### src/rtl/resv_pkg.sv
package resv_pkg;
    localparam int ADDR_W   = 32;
    localparam int LINE_LSB = 7;
    localparam int REGN_W   = 5;
    localparam int LINE_W   = ADDR_W - LINE_LSB;

    typedef logic [ADDR_W-1:0] addr_t;
    typedef logic [LINE_W-1:0] line_t;

    typedef enum logic [1:0] {
        OP_IDLE  = 2'd0,
        OP_LRES  = 2'd1,
        OP_SCOND = 2'd2,
        OP_STORE = 2'd3
    } op_e;

    typedef struct packed {
        op_e   op;
        logic  dword;
        logic  misal;
        addr_t ea;
    } req_t;

    typedef struct packed {
        logic  valid;
        logic  dword;
        line_t line;
    } slot_t;

    function automatic line_t line_of(addr_t a);
        return a[ADDR_W-1:LINE_LSB];
    endfunction

    function automatic logic misaligned(addr_t a, logic dw);
        return dw ? (|a[2:0]) : (|a[1:0]);
    endfunction

    function automatic logic is_atomic(op_e op);
        return (op == OP_LRES) || (op == OP_SCOND);
    endfunction
endpackage

### src/rtl/resv_ea_unit.sv
module resv_ea_unit
    import resv_pkg::*;
#(
    parameter int NUM_THR = 4
) (
    input  logic [NUM_THR-1:0][1:0]        op_i,
    input  logic [NUM_THR-1:0]             dword_i,
    input  logic [NUM_THR-1:0][REGN_W-1:0] ra_num_i,
    input  logic [NUM_THR-1:0][ADDR_W-1:0] ra_val_i,
    input  logic [NUM_THR-1:0][ADDR_W-1:0] rb_val_i,
    output req_t [NUM_THR-1:0]             req_o
);
    for (genvar t = 0; t < NUM_THR; t++) begin : g_thr
        addr_t base;
        addr_t ea;
        op_e   op;
        assign op   = op_e'(op_i[t]);
        assign base = (ra_num_i[t] == '0) ? '0 : ra_val_i[t];
        assign ea   = base + rb_val_i[t];
        always_comb begin
            req_o[t].op    = op;
            req_o[t].dword = dword_i[t];
            req_o[t].ea    = ea;
            req_o[t].misal = is_atomic(op) && misaligned(ea, dword_i[t]);
        end
    end
endmodule

### src/rtl/resv_resolve.sv
module resv_resolve
    import resv_pkg::*;
#(
    parameter int NUM_THR = 4
) (
    input  req_t  [NUM_THR-1:0] req_i,
    input  slot_t [NUM_THR-1:0] slot_i,
    input  logic  [NUM_THR-1:0] exc_i,
    input  logic  [NUM_THR-1:0] ctx_sw_i,
    input  logic                ext_st_valid_i,
    input  addr_t               ext_st_addr_i,
    output logic  [NUM_THR-1:0] pass_o,
    output slot_t [NUM_THR-1:0] slot_nxt_o
);
    logic [NUM_THR-1:0] plain_hit;
    logic [NUM_THR-1:0] sc_win_hit;
    logic [NUM_THR-1:0] drop;
    logic [NUM_THR-1:0] pass_c;

    // stores that do not depend on any conditional outcome
    always_comb begin
        for (int i = 0; i < NUM_THR; i++) begin
            plain_hit[i] = ext_st_valid_i && (line_of(ext_st_addr_i) == slot_i[i].line);
            for (int j = 0; j < NUM_THR; j++) begin
                if (j != i && req_i[j].op == OP_STORE &&
                    line_of(req_i[j].ea) == slot_i[i].line)
                    plain_hit[i] = 1'b1;
            end
        end
    end

    // conditionals resolved in thread order: lower index wins a line
    always_comb begin
        pass_c = '0;
        for (int i = 0; i < NUM_THR; i++) begin
            logic lower_won;
            lower_won = 1'b0;
            for (int j = 0; j < i; j++) begin
                if (pass_c[j] && line_of(req_i[j].ea) == slot_i[i].line)
                    lower_won = 1'b1;
            end
            pass_c[i] = (req_i[i].op == OP_SCOND) && !req_i[i].misal &&
                        slot_i[i].valid &&
                        (line_of(req_i[i].ea) == slot_i[i].line) &&
                        !plain_hit[i] && !exc_i[i] && !ctx_sw_i[i] && !lower_won;
        end
    end

    always_comb begin
        for (int i = 0; i < NUM_THR; i++) begin
            sc_win_hit[i] = 1'b0;
            for (int j = 0; j < NUM_THR; j++) begin
                if (j != i && pass_c[j] && line_of(req_i[j].ea) == slot_i[i].line)
                    sc_win_hit[i] = 1'b1;
            end
            drop[i] = plain_hit[i] || sc_win_hit[i];
        end
    end

    always_comb begin
        for (int i = 0; i < NUM_THR; i++) begin
            slot_nxt_o[i] = slot_i[i];
            if (exc_i[i] || ctx_sw_i[i]) begin
                slot_nxt_o[i].valid = 1'b0;
            end else if (req_i[i].op == OP_LRES && !req_i[i].misal) begin
                slot_nxt_o[i].valid = 1'b1;
                slot_nxt_o[i].dword = req_i[i].dword;
                slot_nxt_o[i].line  = line_of(req_i[i].ea);
            end else if (req_i[i].op == OP_SCOND && !req_i[i].misal) begin
                slot_nxt_o[i].valid = 1'b0;
            end else if (drop[i]) begin
                slot_nxt_o[i].valid = 1'b0;
            end
        end
    end

    assign pass_o = pass_c;
endmodule

### src/rtl/resv_slot_bank.sv
module resv_slot_bank
    import resv_pkg::*;
#(
    parameter int NUM_THR = 4
) (
    input  logic                clk,
    input  logic                rst,
    input  slot_t [NUM_THR-1:0] slot_nxt_i,
    output slot_t [NUM_THR-1:0] slot_o
);
    for (genvar t = 0; t < NUM_THR; t++) begin : g_slot
        always_ff @(posedge clk) begin
            if (rst) slot_o[t] <= '0;
            else     slot_o[t] <= slot_nxt_i[t];
        end
    end
endmodule

### src/rtl/resv_monitor.sv
module resv_monitor
    import resv_pkg::*;
#(
    parameter int NUM_THR = 4
) (
    input  logic                            clk,
    input  logic                            rst,
    input  logic [NUM_THR-1:0][1:0]         req_op_i,
    input  logic [NUM_THR-1:0]              req_dword_i,
    input  logic [NUM_THR-1:0][REGN_W-1:0]  ra_num_i,
    input  logic [NUM_THR-1:0][ADDR_W-1:0]  ra_val_i,
    input  logic [NUM_THR-1:0][ADDR_W-1:0]  rb_val_i,
    input  logic [NUM_THR-1:0]              exc_i,
    input  logic [NUM_THR-1:0]              ctx_sw_i,
    input  logic                            ext_st_valid_i,
    input  logic [ADDR_W-1:0]               ext_st_addr_i,
    output logic [NUM_THR-1:0]              done_o,
    output logic [NUM_THR-1:0]              pass_o,
    output logic [NUM_THR-1:0]              cr0_eq_o,
    output logic [NUM_THR-1:0]              fault_o,
    output logic [NUM_THR-1:0]              mem_we_o,
    output logic [NUM_THR-1:0]              rsv_valid_o,
    output logic [NUM_THR-1:0]              rsv_dword_o
);
    req_t  [NUM_THR-1:0] req;
    slot_t [NUM_THR-1:0] slot;
    slot_t [NUM_THR-1:0] slot_nxt;
    logic  [NUM_THR-1:0] pass_c;

    resv_ea_unit #(.NUM_THR(NUM_THR)) u_ea (
        .op_i     (req_op_i),
        .dword_i  (req_dword_i),
        .ra_num_i (ra_num_i),
        .ra_val_i (ra_val_i),
        .rb_val_i (rb_val_i),
        .req_o    (req)
    );

    resv_resolve #(.NUM_THR(NUM_THR)) u_res (
        .req_i          (req),
        .slot_i         (slot),
        .exc_i          (exc_i),
        .ctx_sw_i       (ctx_sw_i),
        .ext_st_valid_i (ext_st_valid_i),
        .ext_st_addr_i  (ext_st_addr_i),
        .pass_o         (pass_c),
        .slot_nxt_o     (slot_nxt)
    );

    resv_slot_bank #(.NUM_THR(NUM_THR)) u_bank (
        .clk        (clk),
        .rst        (rst),
        .slot_nxt_i (slot_nxt),
        .slot_o     (slot)
    );

    for (genvar t = 0; t < NUM_THR; t++) begin : g_out
        always_ff @(posedge clk) begin
            if (rst) begin
                done_o[t]   <= 1'b0;
                pass_o[t]   <= 1'b0;
                cr0_eq_o[t] <= 1'b0;
                fault_o[t]  <= 1'b0;
                mem_we_o[t] <= 1'b0;
            end else begin
                done_o[t]   <= (req[t].op == OP_SCOND);
                pass_o[t]   <= pass_c[t];
                fault_o[t]  <= req[t].misal;
                mem_we_o[t] <= pass_c[t] || (req[t].op == OP_STORE);
                if (req[t].op == OP_SCOND)
                    cr0_eq_o[t] <= pass_c[t];
            end
        end
        assign rsv_valid_o[t] = slot[t].valid;
        assign rsv_dword_o[t] = slot[t].dword;
    end
endmodule

### config.mk
export PLATFORM = sky130hd
export DESIGN_NAME = resv_monitor
export DESIGN_NICKNAME = d
export VERILOG_FILES = /design/src/rtl/resv_pkg.sv /design/src/rtl/resv_ea_unit.sv /design/src/rtl/resv_resolve.sv /design/src/rtl/resv_slot_bank.sv /design/src/rtl/resv_monitor.sv
export SDC_FILE = /design/constraint.sdc
export NUM_CORES = 1
export LEC_CHECK = 0
export BUFFER_PORTS_ARGS = -buffer_cell sky130_fd_sc_hd__buf_2
export CAP_MARGIN = 10
export CELL_PAD_IN_SITES_DETAIL_PLACEMENT = 1
export CELL_PAD_IN_SITES_GLOBAL_PLACEMENT = 1
export CORE_MARGIN = 2
export CORE_UTILIZATION = 30
export DETAILED_ROUTE_END_ITERATION = 10
export PLACE_DENSITY = 0.61
export SLEW_MARGIN = 25
export SYNTH_ARGS = -nofsm -noshare
export SYNTH_HDL_FRONTEND = slang
export SYNTH_SLANG_ARGS = --single-unit
### constraint.sdc
create_clock -name clk -period 10.9 [get_ports clk]
set_input_delay 1.09 -clock clk [delete_from_list [all_inputs] [get_ports clk]]
set_output_delay 1.09 -clock clk [all_outputs]
set_load 0.01 [all_outputs]
==> results.md, run 1 <==
- Arrival time worst endpoint: 8140 ps
- RSZ-0062 raised after global routing: false
- TritonCTS clock tree: done
- Placer Congestion: 1.008
- Slowest stage delay, CP: 800 ps
- Multiplexer area fraction after synthesis: 1.147%
- Final WS setup: 3107 ps
- Synth Warn #: 0
- DP Wirelength: 93640 um
- Vias in the first global route: 24.44k
- Status: finished clean
- Layout Nets: 3827
- Max-cap viol count: 0
- RR Endpoint: u_bank.slot_o[80]
- CP Launch Type: input pin
- Storage cell area: 2562 um^2
- Routed WL: 117500 um
- Number of CTS-inserted buffers: 17
- Starting DRT DRC Count: 2293
- Slowest CP cell: a221oi_1
- Layout fillers: 9445
- Vias/cell: 5.809
- Worst slew pin tran: 1042 ps
- Placement Setup Slack: 2600 ps
- Mapped cell area: 22910 um^2
- P&R area growth vs syn: 12.98%
- CP cell instances: buf_2 -> or4_1 -> nor2_2 -> nor2b_1 -> ha_1 -> fa_1 -> a21o_1 -> a221oi_1 -> o22ai_1 -> a221oi_2 -> xnor2_1 -> nand4_1 -> a2111oi_0 -> nor4b_1 -> a32o_1 -> o31a_1 -> o21ai_0 -> nor4b_1 -> o22ai_1
- Setup Buffers After CTS: 0
- Avg WL per Cell: 26.99 um
- Worst reg2reg path depth: 10
- Synth top area share: 11.18%
- Post-synthesis cell count: 3182
- Endpoints failing hold: 0
- Adder-cell share of the synthesized area: 7.775%
- Crit path capture type: register
- R2r setup slk: 6110 ps
- Crit-path max FO: 13
- Sink Count: 128
- XOR/XNOR Fraction of Synth Area: 22.82%
- Synth Register Bits: 128
- Initial antenna violation count: 11
- Die Area: 78610 um^2
- Compound-cell area share of the yosys netlist: 23.68%
- Post-Syn Nets: 3653
- Leak: 10.24 nW
- Clk_lat worst skew: 490 ps
- Pin count of the biggest net entering global routing: 68
- Buffers on Ports: 351
- Post-Route Setup TNS: 0 ps
- Largest family of logic cells by synthesized area: simple AND/OR/NAND/NOR gates
- Hold_buf cts: 0
- # DRC: 0
- Starting Density: 30.22%
- Crit Path Class: in -> reg
- Share of post-route cells with drive strength above 1: 15.20%
- Hold path cells: 2
- Worst reg2reg path startpoint: u_bank.slot_o[0]
- Worst path buffer plus inverter count: 1
- Core box area: 75820 um^2
- Primary FF master, synth: dfxtp_1
- Combined area of the multi-input logic cells: 19130 um^2
- Max-slew violations: 0
- Die Y: 280.4 um
- Die W: 280.4 um
- Clock-pin slew on the worst setup and hold paths: 80 ps
- Crit share post-route: 71.50%
- Hold Crit Endpoint: u_bank.slot_o[106]
- F_max: 128.3 MHz
- Pwr dens: 103.5 nW/um^2
- Post-synth EDFFs: 0
- Post-Synth Simple-Gate Area: 28.03%
- FP Rows: 101
- IO Pins: 359
- Synth async-reset ratio: 0%
- # setup viols final: 0
- Syn Area/Cell: 7.201 um^2
- Yosys top cell by area: dfxtp_1
- Fin crit period: 7793 ps
- Maximum clock path buffer count: 2
- Delay-heaviest family, CP: compound AO/OA/AOI/OAI gates
- Via count: 25.30k
- First-pass iteration count of the detailed router: 5
- Hold Crit Class: reg -> reg
- H-Tree Depth: 4
- Min-delay src: u_bank.slot_o[106]
- Slew HR: 30.11%
- Remaining antenna violation count: 0
- Cts repair resizes: 0
- Final Core Density: 34.15%
- GR Util All Layers: 29.16%
- Total congestion overflow: 0
- Root buffer cell: clkbuf_16
- Final Skew: 17.73 ps
- Register area share after synthesis: 11.18%
- Critical Path RT: 11250 ps
- VDD IR-drop max: 109.5 uV
- Library cells used by synthesis: 106
- First-pass GRT wire length: 168000 um
- Area contributors post-synth: dfxtp_1, xnor2_1, xor2_1, ha_1, a21oi_1
==> layout by cell type, fill, tap and decap left out, drive strengths merged, types with 25 or more instances in the layout <==
master    n
xnor3    31
and3     33
nor3     92
nand2   319
or3      25
nand3    69
xnor2   292
o21a     32
ha      136
nor4     62
o211ai   46
a21oi   267
inv      73
dfxtp   128
and2     80
xor2    215
buf     399
a21o     32
o21ai   147
nor2    234
nand4    99
and4     29
nor2b    70
a211oi   62
==> worst max-delay path by stage <==
stage	startpoint	end	slack (ps)	cells past startpoint
final	ra_num_i[5]	u_bank.slot_o[80]	3110	19
after global routing	ra_num_i[0]	u_bank.slot_o[80]	2600	19
after CTS	ra_num_i[0]	u_bank.slot_o[80]	3090	19
after detailed placement	ra_num_i[0]	u_bank.slot_o[80]	2600	19
after global placement	ra_num_i[0]	u_bank.slot_o[80]	2600	19
after floorplan	ra_num_i[0]	u_bank.slot_o[26]	4720	18
==> worst min-delay path, delay by kind of cell (launching register included) <==
kind	cells	cell delay [ps]
flip-flops	1	310
AND/OR/NAND/NOR	1	50
AO/OA/AOI/OAI	1	50
==> cells in the mapped netlist, types with 64 or more instances <==
library cell and number:
nor2_1 234, nor2b_1 70, xor2_1 213, nor3_1 91, a21oi_1 260, clkbuf_1 185, ha_1 136, o21ai_0 127
and2_1 80, inv_1 64, nand2_1 319, dfxtp_1 128, xnor2_1 288, nand4_1 99, nand3_1 69
==> area by class of cell <==
type / count / area share (%)
tap: 978 / 4.726
timing repair buffer: 399 / 8.206
clock inverter: 15 / 0.6186
antenna: 8 / 0.07732
multi-input combinational: 2746 / 73.90
clock buffer: 17 / 1.643
sequential: 128 / 9.898
inverter: 64 / 0.9279
==> flip-flops by register name, summed over array words and instances (netlist names) <==
name,flops
cr0_eq_o,4
fault_o,4
done_o,4
u_bank.slot_o,108
pass_o,4
mem_we_o,4
==> routing by layer <==
metal | GRT usage, % | share of wire (%) | up-vias
met2 | 47.33 | 45 | 876
li1 | - | - | 11850
met3 | 5.538 | 7.8 | 185
met4 | 10.30 | 3.8 | 2
met1 | 38.39 | 43 | 12390
met5 | 0 | 0.011 | -
==> kinds of logic after synthesis <==
logic type / Yosys count
simple gates: 1231
compound gates: 812
xor+xnor: 539
buf+inv: 308
fa+ha+maj: 140
flops: 128
mux: 24
==> through the flow <==
stage	instance area (um^2)	hold WS, ps	total power, W	cells
5_1_grt	25870	497.9	0.002836	4348
3_5_place_dp	25260	462.6	0.002065	4314
3_3_place_gp	25260	447.6	0.002054	4313
2_1_floorplan	22910	436.7	0.001592	3182
4_1_cts	25850	473.7	0.002676	4346
6_report	25890	460.7	0.002681	4355
==> power breakdown <==
part | switching (W) | total, W | internal (W)
Clock | 0.000299 | 0.000605 | 0.000306
Combinational | 0.000953 | 0.00155 | 0.000599
Sequential | 0.0000437 | 0.000523 | 0.000480
Power figures use the tool's default switching activity.
==> inputs of run 2 (changes only) <==
--- a/config.mk
+++ b/config.mk
@@ -5,6 +5,7 @@
 export SDC_FILE = /design/constraint.sdc
 export NUM_CORES = 1
 export LEC_CHECK = 0
+export ABC_AREA = 1
 export BUFFER_PORTS_ARGS = -buffer_cell sky130_fd_sc_hd__buf_2
 export CAP_MARGIN = 10
 export CELL_PAD_IN_SITES_DETAIL_PLACEMENT = 1
@@ -12,7 +13,7 @@
 export CORE_MARGIN = 2
 export CORE_UTILIZATION = 30
 export DETAILED_ROUTE_END_ITERATION = 10
-export PLACE_DENSITY = 0.61
+export PLACE_DENSITY = 0.65
 export SLEW_MARGIN = 25
 export SYNTH_ARGS = -nofsm -noshare
 export SYNTH_HDL_FRONTEND = slang
==> constraint.sdc (replaced) <==
create_clock -name clk -period 7.5 [get_ports clk]
set_input_delay 0.75 -clock clk [delete_from_list [all_inputs] [get_ports clk]]
set_output_delay 0.75 -clock clk [all_outputs]
set_load 0.01 [all_outputs]
==> run 2 against run 1 <==
  * Critical path depth grew 11
  * Total power rose by 51%
  * Register-to-register slack got worse by 3000 ps
  * Global-route usage up 7.9 points
  * Critical endpoint unchanged
  * Largest power group unchanged
==> results.md, run 2 <==
- Synth Register Bits: 128 (unchanged)
- Root buffer cell: clkbuf_16 (unchanged)
- Routed WL: 161000 um (was 117500 um)
- Starting Density: 30.13% (was 30.22%)
- H-Tree Depth: 4 (unchanged)
- Post-synthesis cell count: 4835 (was 3182)
- Fin crit period: 5705 ps
- Yosys top cell by area: nand2_1 (was dfxtp_1)
- Hold path cells: 2 (unchanged)
- Placer Congestion: 1.067 (was 1.008)
- # DRC: 0 (unchanged)
- Maximum clock path buffer count: 2 (unchanged)
- VDD IR-drop max: 176.9 uV (was 109.5 uV)
- Slew HR: 29.12% (was 30.11%)
- Clk_lat worst skew: 490 ps (about the same)
- Worst slew pin tran: 1062 ps (was 1042 ps)
- Max-slew violations: 0 (unchanged)
- # setup viols final: 0 (unchanged)
- P&R area growth vs syn: 15.08% (was 12.98%)
- Share of post-route cells with drive strength above 1: 10.00% (was 15.20%)
- Synth Warn #: 0 (unchanged)
- Leak: 16.59 nW (was 10.24 nW)
- Commonest cells after routing, fill and taps aside: nand2_1, inv_1, nor2_1, nand3_1, buf_2 (was buf_2, nand2_1, xnor2_1, a21oi_1, nor2_1)
- Slowest CP cell: fa_1 (was a221oi_1)
- Crit path capture type: register (unchanged)
- Cell count along the critical path: 30 (was 19)
- Hold_buf cts: 0 (unchanged)
- Commonest non-fill, non-tap cell in the layout: nand2_1 (was buf_2)
- CP Launch Type: input pin (unchanged)
- Buffers on Ports: 351 (unchanged)
- First-pass GRT wire length: 226400 um (was 168000 um)
- Total congestion overflow: 0 (unchanged)
- Initial antenna violation count: 14 (was 11)
- Crit-path max FO: 32 (was 13)
- Post-Route Setup TNS: 0 ps (unchanged)
- Critical Path RT: 7860 ps (was 11250 ps)
- Library cells used by synthesis: 58 (was 106)
- Synth async-reset ratio: 0% (unchanged)
- Top cell by count, worst path: nand2_1
- Worst path buffer plus inverter count: 5 (was 1)
- Pin count of the biggest net entering global routing: 64 (was 68)
- Slowest stage delay, CP: 470 ps (was 800 ps)
- FP Rows: 105 (was 101)
- Switching share of power: 53.04% (was 48.33%)
- Post-Syn Nets: 5306 (was 3653)
- Primary FF master, synth: dfxtp_1 (unchanged)
- Final Skew: 18.48 ps (was 17.73 ps)
- Logic pwr share: 58.1% (was 57.9%)
- RSZ-0062 raised after global routing: false (unchanged)
- Sink Count: 128 (unchanged)
- Crit Path Class: in -> reg (unchanged)
- Area contributors post-synth: nand2_1, inv_1, dfxtp_1, nand3_1, nor2_1 (was dfxtp_1, xnor2_1, xor2_1, ha_1, a21oi_1)
- Number of CTS-inserted buffers: 17 (unchanged)
- Starting DRT DRC Count: 2755 (was 2293)
- Delay-heaviest family, CP: simple AND/OR/NAND/NOR gates (was compound AO/OA/AOI/OAI gates)
- Pwr dens: 142.9 nW/um^2 (was 103.5 nW/um^2)
- DP Wirelength: 137200 um (was 93640 um)
- Layout Nets: 5637 (was 3827)
- Sequential power share: 18.9% (was 19.5%)
- Remaining antenna violation count: 0 (unchanged)
- Worst reg2reg path depth: 13 (was 10)
- Die Y: 290.5 um (was 280.4 um)
- Setup Buffers After CTS: 0 (unchanged)
- Hold Crit Class: reg -> reg (unchanged)
- GR Util All Layers: 37.09% (was 29.16%)
- Endpoints failing hold: 0 (unchanged)
- Register area share after synthesis: 10.41% (was 11.18%)
- Via count: 33.86k (was 25.30k)
- Cts repair resizes: 0 (unchanged)
- Synth top area share: 26.86% (was 11.18%)
- Max-cap viol count: 0 (unchanged)
- Top reg by flops: u_bank.slot_o (unchanged)
- Syn Area/Cell: 5.093 um^2 (was 7.201 um^2)
- Vias/cell: 5.413 (was 5.809)
- Vias in the first global route: 33.30k (was 24.44k)
- Count leader, synth: nand2_1 (unchanged)
- Layout fillers: 11.65k (was 9445)
- Die Area: 84390 um^2 (was 78610 um^2)
- Synth cell count leaders: nand2_1, inv_1, nor2_1 (was nand2_1, xnor2_1, a21oi_1)
- Mapped cell area: 24620 um^2 (was 22910 um^2)
- First-pass iteration count of the detailed router: 8 (was 5)
- F_max: 175.3 MHz
- Clock-pin slew on the worst setup and hold paths: 70 ps (was 80 ps)
- Post-synth EDFFs: 0 (unchanged)
- Int Pwr: 0.001901 W (was 0.001385 W)
- TritonCTS clock tree: done (unchanged)
- Switching power: 0.002148 W (was 0.001296 W)
- Clock share of power: 23.0% (was 22.6%)
- Core box area: 81720 um^2 (was 75820 um^2)
- Placed Cells incl. Taps: 6217 (was 4314)
- Avg WL per Cell: 25.75 um (was 26.99 um)
- IO Pins: 359 (unchanged)
- Max FFs per register: 108 (unchanged)
- Crit share post-route: 76.07%
- Arrival time worst endpoint: 6060 ps (was 8140 ps)
- Status: finished clean (unchanged)
- Die W: 290.5 um (was 280.4 um)
- Final Non-Filler Cells: 6254 (was 4355)
==> run 2: changes by cell type in the layout (fill, tap and decap cells not counted), moves of 45 or more <==
cell,change
a211oi_1,-51
nand2_1,+1443
nand3_1,+350
xnor2_1,-278
nand4_1,+45
a21oi_1,-53
inv_1,+803
nor2_1,+223
and2_1,-70
nor2b_1,-70
xor2_1,-87
==> run 2: routing by layer <==
layer	GRT usage [%]	share of wire, %	vias to the layer above
met5	0	0.029	-
met4	25.57	8.1	6
met3	5.147	6.7	426
met2	61.19	45	1443
met1	44.68	40	16090
li1	-	-	15890
==> run 2: final timing paths <==
path / startpoint / endpoint / slack [ps]
worst max-delay path: ra_num_i[3] / u_bank.slot_o[80] / 1790
worst min-delay path: u_bank.slot_o[107] / u_bank.slot_o[107] / 520
worst min register to register: u_bank.slot_o[107] / u_bank.slot_o[107] / 520
worst max register to register: u_bank.slot_o[21] / u_bank.slot_o[80] / 3080
==> run 2: through the flow <==
step	util (%)	setup WS (ps)	cell area (um^2)	total power, W	hold WS (ps)
floorplan	-	3461	24620	0.002170	478.8
global placement	33.92	1487	27720	0.003040	496.4
global route	34.66	1391	28320	0.004286	537.1
CTS	34.66	1950	28320	0.003997	517.2
detailed placement	33.92	1448	27720	0.003070	503.5
finish	34.68	1795	28340	0.004049	518.3
==> run 2: power by group through the flow <==
stage | Combinational (W) | Clock (W) | Sequential [W]
floorplan | 0.00143 | 0 | 0.000737
global placement | 0.00227 | 0 | 0.000773
detailed placement | 0.00230 | 0 | 0.000773
CTS | 0.00231 | 0.000931 | 0.000758
global route | 0.00257 | 0.000955 | 0.000760
finish | 0.00235 | 0.000932 | 0.000764
==> run 2: worst reg2reg max path, stage by stage, from the launching register on <==
cell and delay (ps):
dfxtp_1 840, inv_1 590, a2111oi_0 690, nand3_1 130
nor4_1 410, nand4_1 350, nand2_1 190, a21oi_2 70
nand3_2 170, a21oi_2 90, nor2_2 230, nand4_1 120
nand2_1 300, a21oi_1 110
==> run 2: area by class of cell <==
cell class	instances	area [um^2]	share of cell area (%)
Multi-Input combinational cell	3746	18430	65.03
Timing Repair Buffer	397	2102	7.418
Antenna cell	5	12.51	0.04415
Sequential cell	128	2562	9.043
Tap cell	1070	1339	4.724
Inverter	876	3288	11.60
Clock inverter	13	162.7	0.5740
Clock buffer	19	442.9	1.563
==> run 2: logic make-up after synthesis <==
logic type                 Yosys count  share of synthesized area [%]
xor gates and xnor gates           142                          5.310
adders and majority gates          140                          7.236
buffers and inverters              961                          14.80
and+or+nand+nor                   3016                          52.13
DFF                                128                          10.41
AOI/OAI and AO/OA                  448                          10.12
